`src/rtl/block_barrier_pkg.sv`:
```
package block_barrier_pkg;
  typedef enum logic [1:0] {
    K_SYNC   = 2'd0,
    K_ARRIVE = 2'd1,
    K_REDUCE = 2'd2,
    K_RSVD   = 2'd3
  } bar_kind_e;

  typedef enum logic [1:0] {
    OP_AND  = 2'd0,
    OP_OR   = 2'd1,
    OP_POPC = 2'd2,
    OP_ALT  = 2'd3
  } red_op_e;
endpackage

```
`src/rtl/bar_slot.sv`:
```
module bar_slot
  import block_barrier_pkg::*;
#(
  parameter int NTHREADS = 8,
  parameter int TID_W    = 3,
  parameter int CNT_W    = 4
) (
  input  logic                clk,
  input  logic                rst_n,
  input  logic                hit,
  input  logic [TID_W-1:0]    tid,
  input  bar_kind_e           kind,
  input  logic [CNT_W-1:0]    eff_cnt,
  input  logic                pred,
  input  red_op_e             op,
  output logic                done,
  output logic                mismatch,
  output logic [NTHREADS-1:0] release_mask,
  output logic                red_any,
  output logic [NTHREADS-1:0] red_mask,
  output logic [CNT_W-1:0]    red_val
);
  logic                active_q, have_op_q, and_q, or_q;
  logic [CNT_W-1:0]    tgt_q, n_q, pop_q;
  red_op_e             op_q;
  logic [NTHREADS-1:0] wmask_q, rmask_q;

  logic                is_red, blk, and_n, or_n;
  logic [CNT_W-1:0]    tgt, n_n, pop_n;
  logic [NTHREADS-1:0] tbit, wmask_n, rmask_n;
  red_op_e             op_n;

  always_comb begin
    is_red   = (kind == K_REDUCE);
    blk      = (kind == K_SYNC) || is_red;
    tbit     = NTHREADS'(1) << tid;
    tgt      = active_q ? tgt_q : eff_cnt;
    n_n      = n_q + CNT_W'(1);
    done     = hit && (n_n == tgt);
    mismatch = hit && active_q && (eff_cnt != tgt_q);
    and_n    = and_q & (pred | ~is_red);
    or_n     = or_q | (pred & is_red);
    pop_n    = pop_q + CNT_W'(pred & is_red);
    op_n     = have_op_q ? op_q : op;
    rmask_n  = rmask_q | (is_red ? tbit : '0);
    wmask_n  = wmask_q | (blk ? tbit : '0);
    release_mask = done ? wmask_q : '0;
    red_any  = done && (rmask_n != '0);
    red_mask = rmask_n;
    case (op_n)
      OP_AND:  red_val = CNT_W'(and_n);
      OP_POPC: red_val = pop_n;
      default: red_val = CNT_W'(or_n);
    endcase
  end

  always_ff @(posedge clk) begin
    if (!rst_n || done) begin
      active_q  <= 1'b0;
      have_op_q <= 1'b0;
      and_q     <= 1'b1;
      or_q      <= 1'b0;
      tgt_q     <= '0;
      n_q       <= '0;
      pop_q     <= '0;
      op_q      <= OP_AND;
      wmask_q   <= '0;
      rmask_q   <= '0;
    end else if (hit) begin
      active_q  <= 1'b1;
      have_op_q <= have_op_q | is_red;
      and_q     <= and_n;
      or_q      <= or_n;
      tgt_q     <= tgt;
      n_q       <= n_n;
      pop_q     <= pop_n;
      op_q      <= op_n;
      wmask_q   <= wmask_n;
      rmask_q   <= rmask_n;
    end
  end
endmodule

```
`src/rtl/thread_flags.sv`:
```
module thread_flags #(
  parameter int NTHREADS = 8
) (
  input  logic                clk,
  input  logic                rst_n,
  input  logic [NTHREADS-1:0] set_wait,
  input  logic [NTHREADS-1:0] rel_wait,
  input  logic [NTHREADS-1:0] set_fence,
  input  logic [NTHREADS-1:0] clr_fence,
  output logic [NTHREADS-1:0] stall
);
  logic [NTHREADS-1:0] wait_q, fence_q;

  always_ff @(posedge clk) begin
    if (!rst_n) begin
      wait_q  <= '0;
      fence_q <= '0;
    end else begin
      wait_q  <= (wait_q & ~rel_wait) | set_wait;
      fence_q <= (fence_q & ~clr_fence) | set_fence;
    end
  end

  assign stall = wait_q | fence_q;
endmodule

```
`src/rtl/block_barrier.sv`:
```
module block_barrier
  import block_barrier_pkg::*;
#(
  parameter int NTHREADS = 8,
  parameter int NBAR     = 4,
  parameter int IDX_W    = 3,
  localparam int TID_W   = $clog2(NTHREADS),
  localparam int CNT_W   = $clog2(NTHREADS + 1)
) (
  input  logic                clk,
  input  logic                rst_n,
  input  logic                req_valid,
  output logic                req_ready,
  input  logic [TID_W-1:0]    req_tid,
  input  logic [IDX_W-1:0]    req_idx,
  input  logic [1:0]          req_kind,
  input  logic                req_has_cnt,
  input  logic [CNT_W-1:0]    req_cnt,
  input  logic                req_pred,
  input  logic [1:0]          req_op,
  input  logic [NTHREADS-1:0] fence_clr,
  output logic [NTHREADS-1:0] stall,
  output logic                red_valid,
  output logic [IDX_W-1:0]    red_bar,
  output logic [CNT_W-1:0]    red_value,
  output logic [NTHREADS-1:0] red_mask,
  output logic                err_req,
  output logic                err_mismatch
);
  localparam logic [IDX_W:0]   NBAR_L = NBAR[IDX_W:0];
  localparam logic [CNT_W-1:0] FULL_L = NTHREADS[CNT_W-1:0];

  bar_kind_e           kind;
  logic                acc, good, blk, idx_ok, kind_ok, cnt_ok;
  logic [CNT_W-1:0]    eff_cnt;
  logic [NTHREADS-1:0] tbit;

  logic [NBAR-1:0]     hit_v, done_v, mm_v, rany_v;
  logic [NTHREADS-1:0] rel_v   [NBAR];
  logic [NTHREADS-1:0] rmask_v [NBAR];
  logic [CNT_W-1:0]    rval_v  [NBAR];

  logic                any_done, any_mm, any_red;
  logic [NTHREADS-1:0] rel_all, rmask_sel;
  logic [CNT_W-1:0]    rval_sel;

  assign req_ready = ~stall[req_tid];

  always_comb begin
    kind    = bar_kind_e'(req_kind);
    acc     = req_valid && req_ready;
    idx_ok  = {1'b0, req_idx} < NBAR_L;
    kind_ok = (kind != K_RSVD);
    cnt_ok  = (kind != K_ARRIVE || req_has_cnt) &&
              (!req_has_cnt || (req_cnt != '0 && req_cnt <= FULL_L));
    good    = acc && idx_ok && kind_ok && cnt_ok;
    blk     = (kind == K_SYNC) || (kind == K_REDUCE);
    eff_cnt = req_has_cnt ? req_cnt : FULL_L;
    tbit    = NTHREADS'(1) << req_tid;
  end

  for (genvar b = 0; b < NBAR; b++) begin : g_slot
    assign hit_v[b] = good && (req_idx == IDX_W'(b));
    bar_slot #(
      .NTHREADS(NTHREADS), .TID_W(TID_W), .CNT_W(CNT_W)
    ) u_slot (
      .clk         (clk),
      .rst_n       (rst_n),
      .hit         (hit_v[b]),
      .tid         (req_tid),
      .kind        (kind),
      .eff_cnt     (eff_cnt),
      .pred        (req_pred),
      .op          (red_op_e'(req_op)),
      .done        (done_v[b]),
      .mismatch    (mm_v[b]),
      .release_mask(rel_v[b]),
      .red_any     (rany_v[b]),
      .red_mask    (rmask_v[b]),
      .red_val     (rval_v[b])
    );
  end

  always_comb begin
    rel_all   = '0;
    rmask_sel = '0;
    rval_sel  = '0;
    for (int b = 0; b < NBAR; b++) begin
      rel_all |= rel_v[b];
      if (hit_v[b]) begin
        rmask_sel = rmask_v[b];
        rval_sel  = rval_v[b];
      end
    end
    any_done = |done_v;
    any_mm   = |mm_v;
    any_red  = |rany_v;
  end

  thread_flags #(.NTHREADS(NTHREADS)) u_flags (
    .clk      (clk),
    .rst_n    (rst_n),
    .set_wait ((good && blk && !any_done) ? tbit : '0),
    .rel_wait (rel_all),
    .set_fence((good && blk) ? tbit : '0),
    .clr_fence(fence_clr),
    .stall    (stall)
  );

  always_ff @(posedge clk) begin
    if (!rst_n) begin
      red_valid    <= 1'b0;
      red_bar      <= '0;
      red_value    <= '0;
      red_mask     <= '0;
      err_req      <= 1'b0;
      err_mismatch <= 1'b0;
    end else begin
      red_valid    <= any_red;
      red_bar      <= any_red ? req_idx : red_bar;
      red_value    <= any_red ? rval_sel : red_value;
      red_mask     <= any_red ? rmask_sel : red_mask;
      err_req      <= acc && !good;
      err_mismatch <= any_mm;
    end
  end
endmodule

```
`config.mk`:
```
export PLATFORM = sky130hd
export DESIGN_NAME = block_barrier
export DESIGN_NICKNAME = d
export VERILOG_FILES = /design/src/rtl/block_barrier_pkg.sv /design/src/rtl/bar_slot.sv /design/src/rtl/thread_flags.sv /design/src/rtl/block_barrier.sv
export SDC_FILE = /design/constraint.sdc
export NUM_CORES = 1
export LEC_CHECK = 0
export ABC_AREA = 1
export BUFFER_PORTS_ARGS = -buffer_cell sky130_fd_sc_hd__buf_2
export CORE_MARGIN = 8
export CORE_UTILIZATION = 45
export DETAILED_ROUTE_END_ITERATION = 10
export PLACE_DENSITY_LB_ADDON = 0.1
export SLEW_MARGIN = 30
export SYNTH_ARGS = -nofsm -noshare
export SYNTH_HDL_FRONTEND = slang
export SYNTH_HIERARCHICAL = 1
export SYNTH_SLANG_ARGS = --single-unit
```
`constraint.sdc`:
```
create_clock -name clk -period 7.7 [get_ports clk]
set_input_delay 0.385 -clock clk [delete_from_list [all_inputs] [get_ports clk]]
set_output_delay 0.385 -clock clk [all_outputs]
set_load 0.01 [all_outputs]
```
# Word level (Yosys, flattened, before mapping)
# Index checks and enable logic that the tools add are counted.
[word_totals] elab_cells=198 inputBits=27 out_inout_bits=27 ff_bits=170
[op_classes] order_cmp=3 addsub=8 n_reduce_logical=54 shifts=1 mux=31 n_eq_ne=18 n_bitwise=35
[ops] op="bitwise OR 8 bit" count=14
[ops] op="two-way mux 8 bit" count=12
[ops] op="two-way mux 4 bit" count=9
[ops] op="case mux 4 bit (2 select lines)" count=4
[ops] op="nonzero test 8 bit" count=4
[ops] op="logical AND 1 bit" count=29
[ops] op="adder 4 x 1 -> 4 bit (second input constant)" count=4
[ops] op="adder 4 bit" count=4
[ops] op="AND 8 bit" count=2
[ops] op="equality test 4 bit" count=4
[ops] op="!= test 4 bit" count=4
[ops] op="NOT 8 bit" count=2
[ops] op="OR reduction 4 bit" count=3
[ops] op="equality test 2 bit (second input constant)" count=5
[ops] op="logical NOT 2 bit" count=5
[ops] op="bitwise OR 1 bit" count=9
[ops] op="two-way mux 2 bit" count=4
[ops] op="<< shifter 1 x 3 -> 8 bit (first input constant)" count=1
[ops] op="logical OR 1 bit" count=7
[ops] op="AND 1 bit" count=6
[ops] op="equality test 3 x 2 -> 1 bit (second input constant)" count=2
[ops] op="<= comparator 4 bit (second input constant)" count=1
[ops] op="logical NOT 1 bit" count=4
[ops] op="< comparator 3 x 4 -> 1 bit (second input constant)" count=1
[ops] op="other kinds (9)" count=10

# Logic depth before layout (Yosys ltp)
# Gate-level depths: netlist (run 1).
[depth] depth_word=17 depth_mapped=21 mapped_depth_nobuf=20

# Cells and area by module
# The synthesis (run 1) kept the hierarchy.
[modules_own_cells] module="bar_slot" cells_each=271 area_each_um2=1816.7 seq_area_each_um2=680.7 instances=4
[modules_own_cells] module="block_barrier" cells_each=278 area_each_um2=1574.0 seq_area_each_um2=360.3 instances=1
[modules_own_cells] module="thread_flags" cells_each=90 area_each_um2=683.2 seq_area_each_um2=320.3 instances=1

# Worst setup path after synthesis (run 1)
# OpenSTA, ideal clock, no wires.
[synth_path] kind="input-to-reg" startpoint="in req_cnt[3]" endpoint="reg u_flags.wait_q[4]" t_required_ps=7634 slack_ps=4945 arrival_ps=2689 setup_time_ps=66 stages=16 n_path_buf=2 cell_sequence="inv_1 > nand2_1 > nor2_1 > nor2_4 > nand3_2 > inv_1 > nand2_1 > nor2_1 > nand3_2 > buf_2 > inv_1 > or4_1 > buf_1 > nor3_2 > inv_1 > a21oi_2"
[synth_via] elab_cells_between_ends=38
[synth_rtl] element="start, declared" line_no="block_barrier.sv:18" source="input logic [CNT_W-1:0] req_cnt,"
[synth_rtl] element="two-way mux 4 bit *" line_no="block_barrier.sv:58" source="eff_cnt = req_has_cnt ? req_cnt : FULL_L;"
[synth_rtl] element="via eff_cnt[3]" line_no="block_barrier.sv:35" source="logic [CNT_W-1:0] eff_cnt;"
[synth_rtl] element="two-way mux 4 bit *" line_no="bar_slot.sv:37" source="tgt = active_q ? tgt_q : eff_cnt;"
[synth_rtl] element="equality test 4 bit *" line_no="bar_slot.sv:39" source="done = hit && (n_n == tgt);"
[synth_rtl] element="logical AND 1 bit *" line_no="bar_slot.sv:39"
[synth_rtl] element="via done_v[1]" line_no="block_barrier.sv:38" source="logic [NBAR-1:0] hit_v, done_v, mm_v, rany_v;"
[synth_rtl] element="two-way mux 8 bit" line_no="bar_slot.sv:47" source="release_mask = done ? wmask_q : '0;"
[synth_rtl] element="bitwise OR 8 bit (3 in a row)" line_no="block_barrier.sv:89" source="rel_all |= rel_v[b];"
[synth_rtl] element="NOT 8 bit" line_no="thread_flags.sv:19" source="wait_q <= (wait_q & ~rel_wait) | set_wait;"
[synth_rtl] element="AND 8 bit" line_no="thread_flags.sv:19"
[synth_rtl] element="bitwise OR 8 bit *" line_no="thread_flags.sv:19"
[synth_rtl] element="end signal, assigned" line_no="thread_flags.sv:19"
[synth_rtl] element="end, declared" line_no="thread_flags.sv:12" source="logic [NTHREADS-1:0] wait_q, fence_q;"
# The timed path passes the listed nets; every way through them passes the cells marked *.
# A chain may end at the register's enable or synchronous reset.

# Final worst setup path (run 1)
[layout_path] startpoint="reg u_flags.wait_q[2]" endpoint="reg red_mask[7]"
[layout_via] elab_cells_between_ends=25
[layout_rtl] element="bitwise OR 8 bit" line_no="thread_flags.sv:24" source="assign stall = wait_q | fence_q;"
[layout_rtl] element="binary-select mux 1 bit (select 3 bit)" line_no="block_barrier.sv:47" source="assign req_ready = ~stall[req_tid];"
[layout_rtl] element="two-way mux 1 bit (implied by the code)" line_no="block_barrier.sv:47"
[layout_rtl] element="NOT 1 bit" line_no="block_barrier.sv:47"
[layout_rtl] element="logical AND 1 bit" line_no="block_barrier.sv:51" source="acc = req_valid && req_ready;"
[layout_rtl] element="logical AND 1 bit (3 in a row)" line_no="block_barrier.sv:56" source="good = acc && idx_ok && kind_ok && cnt_ok;"
[layout_rtl] element="logical AND 1 bit" line_no="block_barrier.sv:63" source="assign hit_v[b] = good && (req_idx == IDX_W'(b));"
[layout_rtl] element="via hit_v[1]" line_no="block_barrier.sv:38"
[layout_rtl] element="logical AND 1 bit" line_no="bar_slot.sv:39"
[layout_rtl] element="logical AND 1 bit" line_no="bar_slot.sv:48" source="red_any = done && (rmask_n != '0);"
[layout_rtl] element="via rany_v[1]" line_no="block_barrier.sv:38"
[layout_rtl] element="OR reduction 4 bit" line_no="block_barrier.sv:97" source="any_red = |rany_v;"
[layout_rtl] element="end signal, assigned" line_no="block_barrier.sv:122" source="red_mask <= any_red ? rmask_sel : red_mask;"
[layout_rtl] element="end, declared" line_no="block_barrier.sv:26" source="output logic [NTHREADS-1:0] red_mask,"
# The timed path passes the listed nets, and every way through them passes these cells. The select of a mux whose other input is x is not followed.

==> results of run 1 <==
==> cell families (layout without fill, tap and decap cells) <==
group / Yosys count / count (layout) / synth area share (%)
and+or+nand+nor: 742 / 742 / 34.0
xor gates and xnor gates: 28 / 28 / 2.57
AOI/OAI and AO/OA: 188 / 188 / 11.6
muxes: 12 / 12 / 1.26
adders and majority gates: 12 / 12 / 1.58
buffers and inverters: 300 / 349 / 13.3
DFF: 170 / 170 / 35.7
==> through the flow <==
stage          power [mW]  util, %
6_report             1.93     50.2
5_1_grt              2.00     50.2
4_1_cts              1.95     50.2
3_5_place_dp         1.04     47.3
3_3_place_gp         1.04     47.3
2_1_floorplan       0.996        -
==> area by class of cell <==
type                       instances  share of cell area, %
clock inverter                    13                   1.77
multi-input combinational        982                   46.3
sequential                       170                   32.5
tap                              275                   3.28
clock buffer                      18                   4.09
timing repair buffer              53                   2.53
inverter                         265                   9.58
==> worst max-delay path: cells and delay by family (launching register included) <==
kind                   cells  cell delay [ns]
AND/OR/NAND/NOR           18             2.48
buffers and inverters      2             0.72
flip-flops                 1             0.33
==> registers in the layout, indices dropped and copies added (netlist names), 8 cells and up <==
| register | count |
|---|---|
| g_slot.u_slot/wmask_q | 32 |
| red_mask | 8 |
| u_flags/fence_q | 8 |
| g_slot.u_slot/rmask_q | 32 |
| g_slot.u_slot/tgt_q | 16 |
| g_slot.u_slot/pop_q | 16 |
| g_slot.u_slot/n_q | 16 |
| u_flags/wait_q | 8 |
| g_slot.u_slot/op_q | 8 |
==> worst max-delay path by stage <==
stage | end | slack (ns)
after floorplan | u_flags/wait_q[4] | 4.94
after global placement | red_mask[6] | 3.81
after detailed placement | red_mask[7] | 3.75
after CTS | red_mask[7] | 4.07
after global routing | red_value[3] | 3.64
final | red_mask[7] | 4.08
==> layer usage <==
| metal | GRT usage, % | share of wire, % | up-vias | wire length (µm) |
|---|---|---|---|---|
| li1 | - | - | 4568 | - |
| met5 | 0 | 0 | - | 0 |
| met3 | 3.67 | 4.5 | 26 | 1150 |
| met2 | 32.6 | 47 | 176 | 11900 |
| met1 | 25.3 | 47 | 3946 | 12000 |
| met4 | 5.98 | 1.7 | 0 | 444 |
==> power by group <==
part / internal (mW) / leakage, nW / switching, mW
Clock: 0.521 / 0.295 / 0.393
Sequential: 0.881 / 1.37 / 0.00270
Combinational: 0.0345 / 2.94 / 0.0974
==> synth_stat cells <==
master and n:
nor2_1 315, nand2_1 267, inv_1 254, dfxtp_1 170, a21oi_1 99, nand3_1 65, o21bai_1 36, o21ai_0 30
nand4_1 24, xnor2_1 24, nand2_2 15, buf_6 14, ha_1 12, mux2i_1 12, a21oi_2 10, clkbuf_1 10
or4_1 9, nor3_2 8, or2_2 8, inv_2 7, nand3_2 7, nor2_2 6, buf_2 5, buf_4 5
nor2_4 5, a41oi_1 4, inv_4 4, nand2_4 4, nor3_1 4, o2111ai_1 4, o21ai_1 4, xor2_1 4
nor4_1 3, a22o_1 1, buf_1 1, nand3_4 1, nor2_8 1
==> flow_summary.json, run 1 <==
{
  "num_vias": 8716,
  "power_leakage_nw": 4.61,
  "p_per_area_nw_per_um2": 184,
  "dp_slack_ns": 3.75,
  "r2r_start": "u_flags/wait_q[2]",
  "hold_end": "u_flags/fence_q[3]",
  "cts_sinks": 170,
  "ant_nets": 0,
  "reg2reg_to": "red_mask[7]",
  "fin_cells": 1776,
  "postCtsSetupBuffers": 0,
  "rsz0062_at_grt": "false",
  "worstSetupEndpointType": "flip-flop",
  "clk_latency_ns": 0.43,
  "synth_top_area_share_pct": 35.7,
  "slowest_delay_ns": 0.48,
  "maxSlewHeadroom_pct": 50.7,
  "min-delay-start": "fence_clr[3]",
  "min_path_type": "in2reg",
  "yosys.area.top_type": "dfxtp_1",
  "drt-pass1-iter-count": 5,
  "final_area_um2": 10500,
  "period_share_pct": 47.0,
  "drc": 0,
  "layout_commonest_cell": "nor2_1",
  "fp.dieW_um": 161,
  "ys_warn_count": 6,
  "clock_path_buffers": 2,
  "critPathArrivalTime_ns": 3.99,
  "grt_pass1_vias": 7955,
  "startpoint": "u_flags/wait_q[2]",
  "grt_pass1_wl_um": 40900,
  "avgRoutedWirePerCell_um": 14.4,
  "pin_count": 54,
  "syn_area_um2": 9520,
  "place.detailed.hpwl_um": 19100,
  "clk_pin_slew_ns": 0.07,
  "setup_viol": 0,
  "nFillCells": 2215,
  "drt_iter0_drc": 555,
  "routed_via_density": 4.91,
  "path_max_fanout": 17,
  "layout_common_cells": "nor2_1, nand2_1, inv_1",
  "start_util_pct": 45.6,
  "wirelength_um": 25500,
  "area_growth_pct": 10.1,
  "hold_slack_ns": 0.209,
  "grt_util_all_layers_pct": 19.6,
  "r2r_slack_ns": 4.08,
  "placedInstanceArea_um2": 9870,
  "synth_cell_types": 37,
  "gp_congestion": 0.903,
  "synth_nets": 1491,
  "cp_common_cell": "nand2_1",
  "crit_chain": "or2_2 -> nand2_1 -> nand2_1 -> nand2_1 -> nand2_1 -> nand2_1 -> nand2_2 -> nor2_8 -> nand3_2 -> inv_1 -> nand2_1 -> nor2_1 -> nand3_2 -> nor2_1 -> nor4_1 -> nor2_1 -> inv_1 -> nor2_1 -> nand2_1 -> nand2_1",
  "rows": 53,
  "hold_viol_final": 0,
  "placed_cells": 1745,
  "synth_cells": 1452,
  "cts_tree": "yes",
  "status": "complete, no violations",
  "die_h_um": 161,
  "seq_area_um2": 3400,
  "coreArea_um2": 20900,
  "cts_resized": 0,
  "slowest_stage": "inv_1",
  "seq_area_frac_synth_pct": 35.7,
  "portBuffers": 53,
  "crit_type": "reg2reg",
  "drv_cap": 0,
  "tightest_slew_ns": 0.733,
  "worst_ep_required_time_ns": 8.07,
  "tns_ns": 0,
  "slew_violations": 0,
  "synth.avg_cell_area_um2": 6.56,
  "ys_seq_elements": 170,
  "final_nets": 1528,
  "die_area_um2": 26100,
  "grt_max_degree": 34,
  "rr_worst_depth": 20,
  "drive_gt1_share_pct": 10.6,
  "start_kind": "flip-flop",
  "cts_buffers": 17,
  "skew_ns": 0.0127,
  "h-tree-depth": 4,
  "timing.fmax_mhz": 276,
  "min_period_ns": 3.62,
  "clock_tree.root_cell": "clkbuf_16",
  "vdd_drop_max_mv": 0.119,
  "setup_ws_ns": 4.08,
  "cts-hold-fix-buffers": 0,
  "hold_depth": 4,
  "multi_input_area_um2": 4850,
  "grt-ovfl-total": 0,
  "synthTopCellsByArea": "dfxtp_1, nor2_1, nand2_1, inv_1, a21oi_1",
  "diodes": 0,
  "antenna_found_initial": 0
}
No activity file was read; power rests on OpenSTA's default activity.
==> inputs of run 2 (changes only) <==
==> constraint.sdc (replaced) <==
create_clock -name clk -period 3.3 [get_ports clk]
set_input_delay 0.165 -clock clk [delete_from_list [all_inputs] [get_ports clk]]
set_output_delay 0.165 -clock clk [all_outputs]
set_load 0.01 [all_outputs]
==> run 2 against run 1 <==
  * Clock power up 130%
  * Sequential power up 130%
  * Cell count up 2.0%
  * Cell area up 2.7%
  * Critical path depth up 1
  * Combinational power up 150%
  * Maximum frequency up 19%
  * Wire length up 0.10%
  * Total power up 130%
  * Clock skew up 0.0013 ns
  * Largest power group unchanged
  * Core utilization up 1.4 points
==> flow_summary.json, run 2 (synthesis results as in run 1) <==
{
  "status": "complete, no violations",
  "clock_path_buffers": 2,
  "cp_num_buf_inv": 4,
  "area_growth_pct": 13.1,
  "drt_iter0_drc": 619,
  "pin_count": 54,
  "diodes": 0,
  "clock_tree.root_cell": "clkbuf_16",
  "combPwrFrac_pct": 7.3,
  "layout_commonest_cell": "nor2_1",
  "p_sw_share_pct": 24.7,
  "drv_cap": 0,
  "cts_tree": "yes",
  "grt_util_all_layers_pct": 19.9,
  "switching_power_mw": 1.11,
  "place.detailed.hpwl_um": 19300,
  "die_area_um2": 26100,
  "slowest_delay_ns": 0.32,
  "cpLargestDelayFamily": "simple AND/OR/NAND/NOR gates",
  "min_path_type": "in2reg",
  "worstSetupEndpointType": "flip-flop",
  "seq_area_um2": 3400,
  "start_util_pct": 45.6,
  "clk_pin_slew_ns": 0.07,
  "tightest_slew_ns": 0.752,
  "start_kind": "flip-flop",
  "portBuffers": 53,
  "drc": 0,
  "wirelength_um": 25500,
  "crit_type": "reg2reg",
  "routed_via_density": 4.82,
  "drive_gt1_share_pct": 12.3,
  "crit_chain": "or2_2 -> nand2_1 -> nand2_1 -> nand2_1 -> nand2_1 -> nand2_1 -> nand2_2 -> nor2_8 -> nand3_2 -> inv_1 -> nand2_1 -> nor2_1 -> nand3_2 -> nor2_1 -> nor4_1 -> buf_4 -> nand2_1 -> inv_1 -> buf_4 -> nand2_1 -> o21ai_0",
  "grt_max_degree": 34,
  "final_nets": 1565,
  "vdd_drop_max_mv": 0.356,
  "layout_common_cells": "nor2_1, nand2_1, inv_1",
  "utilization_pct": 51.6,
  "grt_pass1_vias": 8197,
  "reg_top3": "g_slot.u_slot/rmask_q: 32 flops, g_slot.u_slot/wmask_q: 32 flops",
  "power_mw": 4.48,
  "timing.fmax_mhz": 329,
  "slowest_stage": "dfxtp_1",
  "skew_ns": 0.0140,
  "cp_common_cell": "nand2_1",
  "worst_ep_required_time_ns": 3.60,
  "setup_viol": 0,
  "clk_latency_ns": 0.44,
  "slew_violations": 0,
  "ant_nets": 0,
  "num_vias": 8729,
  "p_per_area_nw_per_um2": 416,
  "drt-pass1-iter-count": 5,
  "gp_congestion": 0.857,
  "fp.dieW_um": 161,
  "hold_slack_ns": 0.0765,
  "cts_buffers": 17,
  "rsz0062_at_grt": "false",
  "rows": 53,
  "coreArea_um2": 20900,
  "h-tree-depth": 4,
  "p_int_mw": 3.37,
  "cts_sinks": 170,
  "path_max_fanout": 10,
  "maxSlewHeadroom_pct": 49.5,
  "seqPwrFrac_pct": 46.1,
  "min_period_ns": 3.04,
  "tns_ns": 0,
  "die_h_um": 161,
  "period_share_pct": 92.1,
  "avgRoutedWirePerCell_um": 14.1,
  "nFillCells": 2163,
  "power_leakage_nw": 4.77,
  "multi_input_area_um2": 4850,
  "grt_pass1_wl_um": 42000,
  "pwr-share-clk_pct": 46.6,
  "hold_viol_final": 0,
  "critPathArrivalTime_ns": 3.34,
  "grt-ovfl-total": 0,
  "antenna_found_initial": 1
}
## run 2: cell types whose count changed in the layout (fill, tap and decap cells not counted), sizes merged
cell / change
dlygate4sd3: +8
clkinvlp: +1
inv: -2
buf: +29
## run 2: repair_timing
action / in CTS / in global routing
hold buffers: 8 / 0
endpoints found under the setup margin: 0 / 39
setup buffers: 0 / 5
endpoints found under the hold margin: 8 / 0
resized for setup: 0 / 1
## run 2: worst paths after layout
path	from	endpoint	slack (ns)	cells after the start
max reg2reg	u_flags/wait_q[1]	red_bar[1]	0.26	21
min	req_idx[0]	red_bar[0]	0.08	3
max	u_flags/wait_q[1]	red_bar[1]	0.26	21
min reg2reg	red_value[2]	red_value[2]	0.45	2
## run 2: cell type report
| type | count | share of cell area [%] |
|---|---|---|
| inverter | 265 | 9.33 |
| tap | 275 | 3.19 |
| clock buffer | 18 | 4.08 |
| sequential | 170 | 31.6 |
| multi-input combinational | 982 | 45.1 |
| clock inverter | 12 | 1.52 |
| timing repair buffer | 90 | 5.23 |
## run 2: metrics by stage
stage	setup WS, ns	cells	cell area (µm²)
after CTS	0.145	1807	10700
final	0.259	1812	10800
after floorplan	0.586	1452	9520
after global placement	0.228	1769	10100
after global routing	0.00993	1812	10800
after detailed placement	0.173	1769	10100
## run 2: worst register-to-register path, delay by kind of cell (launching register included)
family | cells | cell delay [ns]
compound gates | 1 | 0.09
flops | 1 | 0.32
simple gates | 16 | 1.92
buf+inv | 4 | 0.58
## run 2: routing by layer
metal,track usage (%),up-vias,routed length [µm]
met5,0,-,17
met4,5.85,2,504
met3,3.84,31,877
met2,33.6,138,11900
met1,25.4,3922,12200
li1,-,4636,-
## run 2: power groups by stage
stage | combinational, mW | clock (mW) | sequential (mW)
after floorplan | 0.217 | 0 | 2.11
after CTS | 0.326 | 2.14 | 2.06
after detailed placement | 0.318 | 0 | 2.11
after global placement | 0.319 | 0 | 2.11
after global routing | 0.369 | 2.21 | 2.06
final | 0.329 | 2.09 | 2.06
